**src/rtl/dma_ep_sequencer.sv**
```systemverilog
module dma_ep_sequencer #(
  parameter int CNT_W = 16
) (
  input  logic        clk,
  input  logic        rst_n,
  input  logic        bus_rst,
  input  logic        reg_wr,
  input  logic        reg_sel,
  input  logic [15:0] reg_wdata,
  output logic [15:0] reg_rdata,
  output logic        dreq,
  input  logic        dack,
  input  logic        ack_word,
  input  logic        ep_is_out,
  input  logic        short_pkt,
  output logic        eot,
  output logic [3:0]  ep_sel
);
  localparam int GW = 5;

  logic             cnt_en, short_en, odd_even, en, in_grp, eot_q;
  logic [3:0]       ep;
  logic [1:0]       burst;
  logic [CNT_W-1:0] count;
  logic [GW-1:0]    grp_left;

  logic [2:0]       bshift;
  logic [GW-1:0]    burst_bytes;
  logic             ack, last_cnt, grp_done, eot_set;
  logic [CNT_W-1:0] dec;

  assign bshift      = (burst == 2'd0) ? 3'd0 : {1'b0, burst} + 3'd1;
  assign burst_bytes = GW'(1) << bshift;
  assign ack         = in_grp && dack;
  assign dec         = (ack_word && count >= CNT_W'(2)) ? CNT_W'(2) : CNT_W'(1);
  assign last_cnt    = ack && (count == dec);
  assign grp_done    = ack && ((CNT_W'(grp_left) <= dec) || last_cnt);
  assign eot_set     = en && ((cnt_en && last_cnt) || (short_en && ep_is_out && short_pkt));

  assign dreq   = in_grp;
  assign eot    = eot_q;
  assign ep_sel = ep;

  always_comb begin
    if (reg_sel) reg_rdata = 16'(count);
    else         reg_rdata = {cnt_en, short_en, 5'b0, odd_even, ep, en, 1'b0, burst};
  end

  always_ff @(posedge clk or negedge rst_n) begin
    if (!rst_n) begin
      cnt_en   <= 1'b0;
      short_en <= 1'b0;
      odd_even <= 1'b0;
      en       <= 1'b0;
      in_grp   <= 1'b0;
      eot_q    <= 1'b0;
      ep       <= '0;
      burst    <= '0;
      count    <= '0;
      grp_left <= '0;
    end else begin
      eot_q <= 1'b0;
      if (bus_rst) begin
        en     <= 1'b0;
        in_grp <= 1'b0;
      end else begin
        if (ack) begin
          count    <= count - dec;
          odd_even <= (dec == CNT_W'(2));
          grp_left <= grp_left - dec[GW-1:0];
          if (grp_done) in_grp <= 1'b0;
        end else if (en && !in_grp && count != '0) begin
          in_grp   <= 1'b1;
          grp_left <= burst_bytes;
        end
        if (reg_wr && reg_sel) count <= CNT_W'(reg_wdata);
        if (reg_wr && !reg_sel) begin
          cnt_en   <= reg_wdata[15];
          short_en <= reg_wdata[14];
          ep       <= reg_wdata[7:4];
          en       <= reg_wdata[3];
          burst    <= reg_wdata[1:0];
          if (!reg_wdata[3]) in_grp <= 1'b0;
        end
        if (eot_set) begin
          eot_q  <= 1'b1;
          en     <= 1'b0;
          in_grp <= 1'b0;
        end
      end
    end
  end


  count_no_wrap_chk: assert property (@(posedge clk) disable iff (!rst_n)
    !(reg_wr && reg_sel) |=> count <= $past(count));


  eot_single_chk: assert property (@(posedge clk) disable iff (!rst_n)
    eot |=> !eot);


  eot_stops_chk: assert property (@(posedge clk) disable iff (!rst_n)
    eot |-> (!en && !dreq));


  req_needs_en_chk: assert property (@(posedge clk) disable iff (!rst_n)
    dreq |-> en);


  bus_rst_stop_chk: assert property (@(posedge clk) disable iff (!rst_n)
    bus_rst |=> (!en && !dreq));


  req_needs_bytes_chk: assert property (@(posedge clk) disable iff (!rst_n)
    $rose(dreq) |-> count != '0);
endmodule

```
**config.mk**
```make
export PLATFORM = sky130hd
export DESIGN_NAME = dma_ep_sequencer
export DESIGN_NICKNAME = d
export VERILOG_FILES = /design/src/rtl/dma_ep_sequencer.sv
export SDC_FILE = /design/constraint.sdc
export NUM_CORES = 1
export LEC_CHECK = 0
export BUFFER_PORTS_ARGS = -buffer_cell sky130_fd_sc_hd__buf_4
export CAP_MARGIN = 10
export CORE_MARGIN = 2
export CORE_UTILIZATION = 59
export DETAILED_ROUTE_END_ITERATION = 10
export HOLD_SLACK_MARGIN = 0.15
export PLACE_DENSITY_LB_ADDON = 0.1
export SLEW_MARGIN = 30
export SYNTH_ARGS = -nofsm -noshare
export SYNTH_HDL_FRONTEND = slang
export SYNTH_SLANG_ARGS = --single-unit
```
**constraint.sdc**
```tcl
create_clock -name clk -period 10.29 [get_ports clk]
set_clock_uncertainty 0.2 [all_clocks]
set_input_delay 0.5145 -clock clk [delete_from_list [all_inputs] [get_ports clk]]
set_output_delay 0.5145 -clock clk [all_outputs]
set_load 0.005 [all_outputs]
```
; ---- Yosys cells after proc, flatten, opt, wreduce, memory -nomap -nowiden
; Cells that the tools add are included.
[op_classes]
n_eq_ne = 2
n_lt_le_gt_ge = 2
n_addsub = 3
n_shift = 1
mux = 19
n_reduce_logical = 25
bitwise = 1
[op_table]
columns = cell, n
row1 = two-way mux 16 bit, 3
row2 = equality test 16 x 2 -> 1 bit, 1
row3 = "greater-or-equal comparator 16 x 2 -> 1 bit, second input constant", 1
row4 = nonzero test 16 bit, 1
row5 = subtractor 16 x 2 -> 16 bit, 1
row6 = logical AND 1 bit, 12
row7 = two-way mux 1 bit, 12
row8 = two-way mux 5 bit, 2
row9 = AND reduction 2 bit, 4
row10 = <= comparator 5 x 2 -> 1 bit, 1
row11 = "left shift 1 x 3 -> 5 bit, first input constant", 1
row12 = subtractor 5 x 2 -> 5 bit, 1
row13 = nonzero test 2 bit, 2
row14 = "adder 2 x 1 -> 3 bit, second input constant", 1
row15 = two-way mux 3 bit, 1
row16 = nonzero test 3 bit, 1
row17 = "equality test 2 bit, second input constant", 1
row18 = logical NOT 1 bit, 2
row19 = logical NOT 2 bit, 1
row20 = logical OR 1 bit, 2
row21 = two-way mux 2 bit, 1
row22 = inverter 1 bit, 1
[totals]
elab_cells = 63
in_bits = 25
out_inout_bits = 22
register_bits = 33

; ---- Logic depth before layout (Yosys ltp)
; Gate-level depths: netlist (run 1).
[depth]
word_depth = 13
mapped_depth = 11
depth_no_buf = 11

; ---- Least setup slack after synthesis (run 1)
; No wires, ideal clock.
[synth_path]
kind = register -> register
from = reg count[6]
to = reg count[14]
path_stages_with_launch = 12
arrival_time_ns = 3.605
setup_slack_ns = 6.406
path_buffers = 0
synth_period_minus_slack_ns = 3.884
setup_time_ns = 0.079
cell_sequence = dfrtp_1 -> or4_4 -> or3_4 -> nor4_4 -> nand2b_1 -> ha_1 -> fa_1 -> or4b_2 -> nor3_1 -> nand3_1 -> a21oi_1 -> a2bb2oi_1
[synth_between]
elab_chain_len = 6
[synth_rtl]
columns = element, line_no
row1 = from (decl), 24  ; logic [CNT_W-1:0] count;
row2 = from (signal assigned), 68  ; count <= count - dec;
row3 = from (signal assigned), 76  ; if (reg_wr && reg_sel) count <= CNT_W'(reg_wdata);
row4 = greater-or-equal comparator 16 x 2 -> 1 bit, 35  ; assign dec = (ack_word && count >= CNT_W'(2)) ? CNT_W'(2) : CNT_W'(1);
row5 = logical AND 1 bit, 35
row6 = two-way mux 2 bit, 35
row7 = subtractor 16 x 2 -> 16 bit (*), 68
row8 = two-way mux 16 bit (*), 67  ; if (ack) begin
row9 = two-way mux 16 bit (*), 76
; Mark *: on every way between the ends. The rest lies on a longest branch, timed or not. The select of a mux whose other input is x is not followed.
; A chain may end at the register's enable or synchronous reset.

; ---- Worst setup path after layout (run 1)
; Same ends and word-level chain as after synthesis.

==> reports/metrics.cfg, run 1 <==
[route]
first_pass_iters = 4
drt_wl_total_um = 5530
drt_iter0_drc = 219
drc_errors = 0
viasPerCell = 6.13
final_antenna_net_count = 0
vias = 2085
detail_route.wl_per_cell_um = 16.3

[clock_tree]
cts_root_buf = clkbuf_8
clockBufferDepth = 2
cts_resized = 0
cts_tree = built
clkLatencyLatePin_ns = 0.29
clkTransAtPathRegs_ns = 0.07
cts_sinks = 33
cts_made_buffers = 5
htree_num_levels = 2

[yosys]
synth_area_leaders = dfrtp_1 (37%), mux2_2 (7.1%), ha_1 (5.7%)
syn_avg_cell_area_um2 = 8.89
synth_compound_area_share_pct = 20.0
ys_ff_latch = 33
synth_largest_area_cell = dfrtp_1
syn_inst = 248
ys_dominant_reg_cell = dfrtp_1
yosysTopAreaCellShare_pct = 37.4
synth.most_common_cell = dfrtp_1
synth_common_cells = dfrtp_1 (33), nor2_1 (26), nand2_1 (25)
synth-edff-count = 0
yosysWarnings = 0
synthMuxAreaShare_pct = 8.28
syn_area_um2 = 2210
yosys.area_share.xor_xnor_pct = 0
syn_nets = 285
synth_top_family_by_area = simple AND/OR/NAND/NOR gates
ys_types = 46
async_reset_ff_share_pct = 100
synth-adder-area-share_pct = 7.49
yosys.area_share.simple_pct = 23.4
synth-seq-area-share_pct = 37.4

[finish]
nNetsFinal = 328
stdcell_area_um2 = 2670
num-fill-cells = 310
diodes = 0
syn2layout_area_growth_pct = 20.9
drive_above_1_share_pct = 25.3

[global_route]
grt_pass1_vias = 2050
grt_pass1_wl_um = 9510
grt.busiest_layer = met2
met3_usage_pct = 5.48
grt_use_total_pct = 28.9
grt_max_degree = 34
overflow = 0
grt.met2_usage_pct = 46.3
antenna_found_initial = 0
met1_usage_pct = 39.0

[timing]
finalCriticalPeriod_ns = 4.44
drv_slew = 0
slew_headroom_pct = 36.0
fin_tns_setup_ns = 0
period_share_pct = 43.2
hold_violations = 0
tightest_slew_ns = 0.956
fmax_mhz = 225
setup_violations = 0
rsz0062_at_grt = false

[floorplan]
die_h_um = 65.1
ios = 47
die_x_um = 65.1
start_util_pct = 60.7
coreArea_um2 = 3630
rows = 22
die_area_um2 = 4240

[pwr]
cellLeakagePower_nw = 1.17
finalPower_mw = 0.444
p_per_area_nw_per_um2 = 167
peakVddDrop_uv = 129

[worst_hold_path]
worstHoldPathType = in2reg
whs_path_depth = 3

[setup_path]
criticalPathCategory = reg2reg
cp.arrival_ns = 4.45
critical_path_required_ns = 10.30
start_kind = register
endpoint_kind = register
crit_fanout = 7
reg2reg_depth = 11

[run_status]
status = finished, final reports clean

[place]
place_area_um2 = 2570
dp_hpwl_um = 4040
port_buffers = 46
gp_congestion = 0.878

[run]
cap_violations = 0

## path summary, 6_finish.rpt
check                                           to  slack (ns)                   from
max                          count[14]$_DFFE_PN0P_        5.85   count[6]$_DFFE_PN0P_
max reg2reg                  count[14]$_DFFE_PN0P_        5.85   count[6]$_DFFE_PN0P_
max in group asynchronous     short_en$_DFFE_PN0P_        9.07                  rst_n
min                          count[11]$_DFFE_PN0P_        0.23          reg_wdata[11]
min reg2reg                  ep_sel[3]$_DFFE_PN0P_        0.34  ep_sel[3]$_DFFE_PN0P_
min in group asynchronous  grp_left[4]$_DFFE_PN0P_        0.51                  rst_n
## worst max-delay path, stage by stage, from the launching register on
cell and delay, ns:
dfrtp_1 0.43, or4_4 0.54, or3_4 0.38, nor4_4 0.34
nand2b_1 0.34, ha_1 0.26, fa_1 0.21, or4b_2 0.66
nor3_1 0.46, nand3_1 0.19, a21oi_1 0.18, a2bb2oi_1 0.16
## cell type report
type / count / area [um^2] / share of cell area [%]
clock buffers: 5 / 68.8 / 2.58
multi-input cells: 195 / 1310 / 48.9
flip-flops and latches: 33 / 826 / 31.0
inverters: 9 / 33.8 / 1.27
clock inverters: 3 / 17.5 / 0.657
repair buffers: 47 / 355 / 13.3
well taps: 48 / 60.1 / 2.25
## what timing repair did
item,4_1_cts,5_1_grt
hold buffers,1,0
endpoints found under the hold margin,33,0
setup buffers,0,0
## routing by layer
layer	routed length, um	share of wire (%)
met2	2600	47
met4	119	2.2
met3	297	5.4
met1	2510	45
met5	0	0
## cells by family after synthesis
kind of cell / count (synthesis)
buf+inv: 20
compound gates: 66
simple gates: 101
flops: 33
mux: 16
fa+ha+maj: 12
## where the power goes
| part | switching (mW) | internal, mW | total [mW] |
|---|---|---|---|
| clock | 0.0500 | 0.0466 | 0.0966 |
| combinational | 0.0718 | 0.0788 | 0.151 |
| sequential | 0.0372 | 0.160 | 0.197 |
| total | 0.159 | 0.286 | 0.444 |
## cells in the final DEF (no fill, tap or decap), types with 6 or more instances in the layout
cell / n
nor2_1: 26
dfrtp_1: 33
and2_1: 9
buf_4: 46
nand3_1: 6
nor3_1: 10
mux2_2: 14
o21ai_0: 18
inv_1: 9
ha_1: 10
nand2_1: 25
a21oi_1: 13
## through the flow
stage,utilization [%],cells,worst slack (ns),hold WS [ns]
final,73.4,340,5.85,0.228
after floorplan,-,248,6.41,0.0189
after CTS,73.4,340,5.94,0.224
after detailed placement,70.7,331,5.96,0.285
after global placement,70.7,331,6.13,0.283
after global routing,73.4,340,5.57,0.243
## registers in the layout, summed over array words and instances, names as in the netlist
register  cells
burst         2
odd_even      1
short_en      1
count        16
cnt_en        1
ep_sel        4
en            1
eot           1
grp_left      5
dreq          1
Note: power is estimated with default switching activity, not from simulation.
==> inputs of run 2 (changes only) <==
ABC_AREA = 1   (was default)
CORE_UTILIZATION = 50   (was 59)
clock period = 3.65 ns   (was 10.29 ns; I/O delays follow)
==> reports/metrics.cfg, run 2 <==
[timing]
drv_slew = 0  ; unchanged
setup_violations = 0  ; unchanged
holdWs_ns = 0.167  ; was 0.228 ns
finalCriticalPeriod_ns = 2.81  ; was 4.44 ns
rsz0062_at_grt = false  ; unchanged
slew_headroom_pct = 70.4  ; was 36.0%
hold_violations = 0  ; unchanged
tightest_slew_ns = 0.443  ; was 0.956 ns
period_share_pct = 77.1  ; was 43.2%
fin_tns_setup_ns = 0  ; unchanged
fmax_mhz = 355  ; was 225 MHz

[run]
cap_violations = 0  ; unchanged

[setup_path]
cp.arrival_ns = 2.79  ; was 4.45 ns
path_cells = nor2_4, nand2_2, nor2_4, nand3_1, nand2_1, ha_1, nand2_1, inv_1, nand2_1, nor2_1, nand3_1, nand2_1, nand2_1, nor2_1, dlygate4sd3_1  ; was or4_4, or3_4, nor4_4, nand2b_1, ha_1, fa_1, or4b_2, nor3_1, nand3_1, a21oi_1, a2bb2oi_1
reg2reg_depth = 15  ; was 11
endpoint_kind = register  ; unchanged
critical_path_required_ns = 3.62  ; was 10.30 ns
worst-path-buf-inv = 2  ; was 0
critPathMaxStageDelay_ns = 0.55  ; was 0.66 ns
start_kind = register  ; unchanged
crit_fanout = 7  ; unchanged
criticalPathCategory = reg2reg  ; unchanged
path_delay_family = simple AND/OR/NAND/NOR gates  ; unchanged
slowest_stage = dlygate4sd3_1  ; was or4b_2
path_depth = 15  ; was 11
crit_top_cell = nand2_1

[finish]
largest_register_ffs = 16  ; unchanged
ff_latch_area_um2 = 826  ; unchanged
nNetsFinal = 454  ; was 328
drive_above_1_share_pct = 21.3  ; was 25.3%
diodes = 0  ; unchanged
final_common_cell = nand2_1  ; was buf_4
final_cells = 485  ; was 340
multiInputGateArea_um2 = 1420  ; was 1310 um^2
syn2layout_area_growth_pct = 27.5  ; was 20.9%
largest-register = count  ; unchanged
final_cell_mix = nand2_1 (92), nor2_1 (49), buf_4 (46)  ; was buf_4 (46), dfrtp_1 (33), nor2_1 (26)
num-fill-cells = 434  ; was 310

[route]
detail_route.wl_per_cell_um = 12.7  ; was 16.3 um
drt_wl_total_um = 6180  ; was 5530 um
first_pass_iters = 4  ; unchanged
vias = 2375  ; was 2085
viasPerCell = 4.90  ; was 6.13
drc_errors = 0  ; unchanged
drt_iter0_drc = 139  ; was 219
final_antenna_net_count = 0  ; unchanged

[global_route]
grt_max_degree = 34  ; unchanged
overflow = 0  ; unchanged
grt_pass1_vias = 2341  ; was 2050
antenna_found_initial = 0  ; unchanged
grt_pass1_wl_um = 10800  ; was 9510 um
grt_use_total_pct = 25.5  ; was 28.9%

[yosys]
yosysTopAreaCellShare_pct = 33.4  ; was 37.4%
async_reset_ff_share_pct = 100  ; unchanged
synth-seq-area-share_pct = 33.4  ; was 37.4%
synth_area_leaders = dfrtp_1 (33%), nand2_1 (14%), nor2_1 (7.4%)  ; was dfrtp_1 (37%), mux2_2 (7.1%), ha_1 (5.7%)
ys_ff_latch = 33  ; unchanged
synth_largest_area_cell = dfrtp_1  ; unchanged
ys_dominant_reg_cell = dfrtp_1  ; unchanged
syn_avg_cell_area_um2 = 7.06  ; was 8.89 um^2
synth-edff-count = 0  ; unchanged
yosysWarnings = 0  ; unchanged
synth_common_cells = nand2_1 (92), nor2_1 (49), inv_1 (44)  ; was dfrtp_1 (33), nor2_1 (26), nand2_1 (25)
ys_types = 31  ; was 46
syn_area_um2 = 2470  ; was 2210 um^2
syn_inst = 350  ; was 248
synth.most_common_cell = nand2_1  ; was dfrtp_1
syn_nets = 387  ; was 285

[floorplan]
die_h_um = 74.3  ; was 65.1 um
ios = 47  ; unchanged
die_x_um = 74.3  ; was 65.1 um
die_area_um2 = 5520  ; was 4240 um^2
rows = 25  ; was 22
coreArea_um2 = 4750  ; was 3630 um^2
start_util_pct = 52.0  ; was 60.7%

[worst_hold_path]
worstHoldPathType = in2async  ; was in2reg

[run_status]
status = finished, final reports clean  ; unchanged

[pwr]
peakVddDrop_uv = 271  ; was 129 uV
p_per_area_nw_per_um2 = 437  ; was 167 nW/um^2
cellLeakagePower_nw = 1.59  ; was 1.17 nW

[clock_tree]
cts_root_buf = clkbuf_8  ; unchanged
cts_tree = built  ; unchanged
cts_setup_buffers = 0  ; unchanged
cts_made_buffers = 5  ; unchanged
cts_sinks = 33  ; unchanged
clockBufferDepth = 2  ; unchanged
htree_num_levels = 2  ; unchanged
cts_resized = 0  ; unchanged
clkLatencyLatePin_ns = 0.29  ; about the same
clkTransAtPathRegs_ns = 0.07  ; about the same

[place]
dp.cells = 455  ; was 331
gp_congestion = 0.868  ; was 0.878
dp_hpwl_um = 4520  ; was 4040 um
port_buffers = 46  ; unchanged

## run 2: cell count changes after synthesis, moves of 9 or more
cell	change
clkbuf_1	-9
nand2_1	+67
nand3_1	+17
and2_1	-9
mux2_2	-14
inv_1	+35
nor2_1	+23
## run 2: logic make-up after synthesis
logic type	synth area share, %
flip-flops	33.4
XOR/XNOR	1.06
AO/OA/AOI/OAI	13.5
AND/OR/NAND/NOR	35.8
multiplexers	0.455
adder cells (fa/ha/maj)	6.68
buffers and inverters	9.11
## run 2: area by class of cell
class / count / area share, %
clock buffers: 5 / 2.18
repair buffers: 68 / 17.9
flip-flops and latches: 33 / 26.2
clock inverters: 3 / 0.556
inverters: 45 / 5.36
multi-input cells: 264 / 45.1
well taps: 67 / 2.66
## run 2: repair_timing
item                                    in CTS  in global routing
endpoints found under the hold margin       60                  0
endpoints found under the setup margin       0                  0
hold buffers                                22                  0
## run 2: path summary, 6_finish.rpt
check,from,end,slack (ns)
max in group asynchronous,rst_n,count[12]$_DFFE_PN0P_,2.76
max reg2reg,count[10]$_DFFE_PN0P_,eot$_DFF_PN0_,0.84
min reg2reg,cnt_en$_DFFE_PN0P_,cnt_en$_DFFE_PN0P_,0.30
max,count[10]$_DFFE_PN0P_,eot$_DFF_PN0_,0.84
min,rst_n,grp_left[4]$_DFFE_PN0P_,0.17
min in group clk,ack_word,odd_even$_DFFE_PN0P_,0.17
## run 2: per-layer routing
layer | up-vias | wire length [um] | GRT usage [%]
met5 | - | 0 | 0
met4 | 0 | 78 | 6.55
met3 | 9 | 344 | 5.42
met2 | 65 | 2650 | 38.7
met1 | 1056 | 3100 | 37.2
li1 | 1245 | - | -
## run 2: power by group
part           leakage (nW)  switching [mW]  internal, mW
Combinational          1.14           0.304         0.242
Sequential            0.407           0.106         0.449
Clock                0.0439           0.147         0.132
Total                  1.59           0.556         0.823
## run 2: per-stage QoR
| step | setup WS (ns) | utilization, % | power, mW | cell area, um^2 |
|---|---|---|---|---|
| finish | 0.835 | 66.3 | 1.38 | 3150 |
| global route | 0.554 | 66.3 | 1.50 | 3150 |
| CTS | 0.847 | 66.3 | 1.38 | 3150 |
| detailed placement | 0.970 | 59.8 | 1.09 | 2850 |
| global placement | 1.10 | 59.8 | 1.08 | 2850 |
| floorplan | 1.26 | - | 0.902 | 2470 |
## run 2: worst reg2reg max path, cell delays in order (launching register included)
cell and delay (ns):
dfrtp_1 0.45, nor2_4 0.19, nand2_2 0.08, nor2_4 0.12
nand3_1 0.09, nand2_1 0.21, ha_1 0.30, nand2_1 0.07
inv_1 0.04, nand2_1 0.05, nor2_1 0.06, nand3_1 0.12
nand2_1 0.07, nand2_1 0.08, nor2_1 0.04, dlygate4sd3_1 0.55
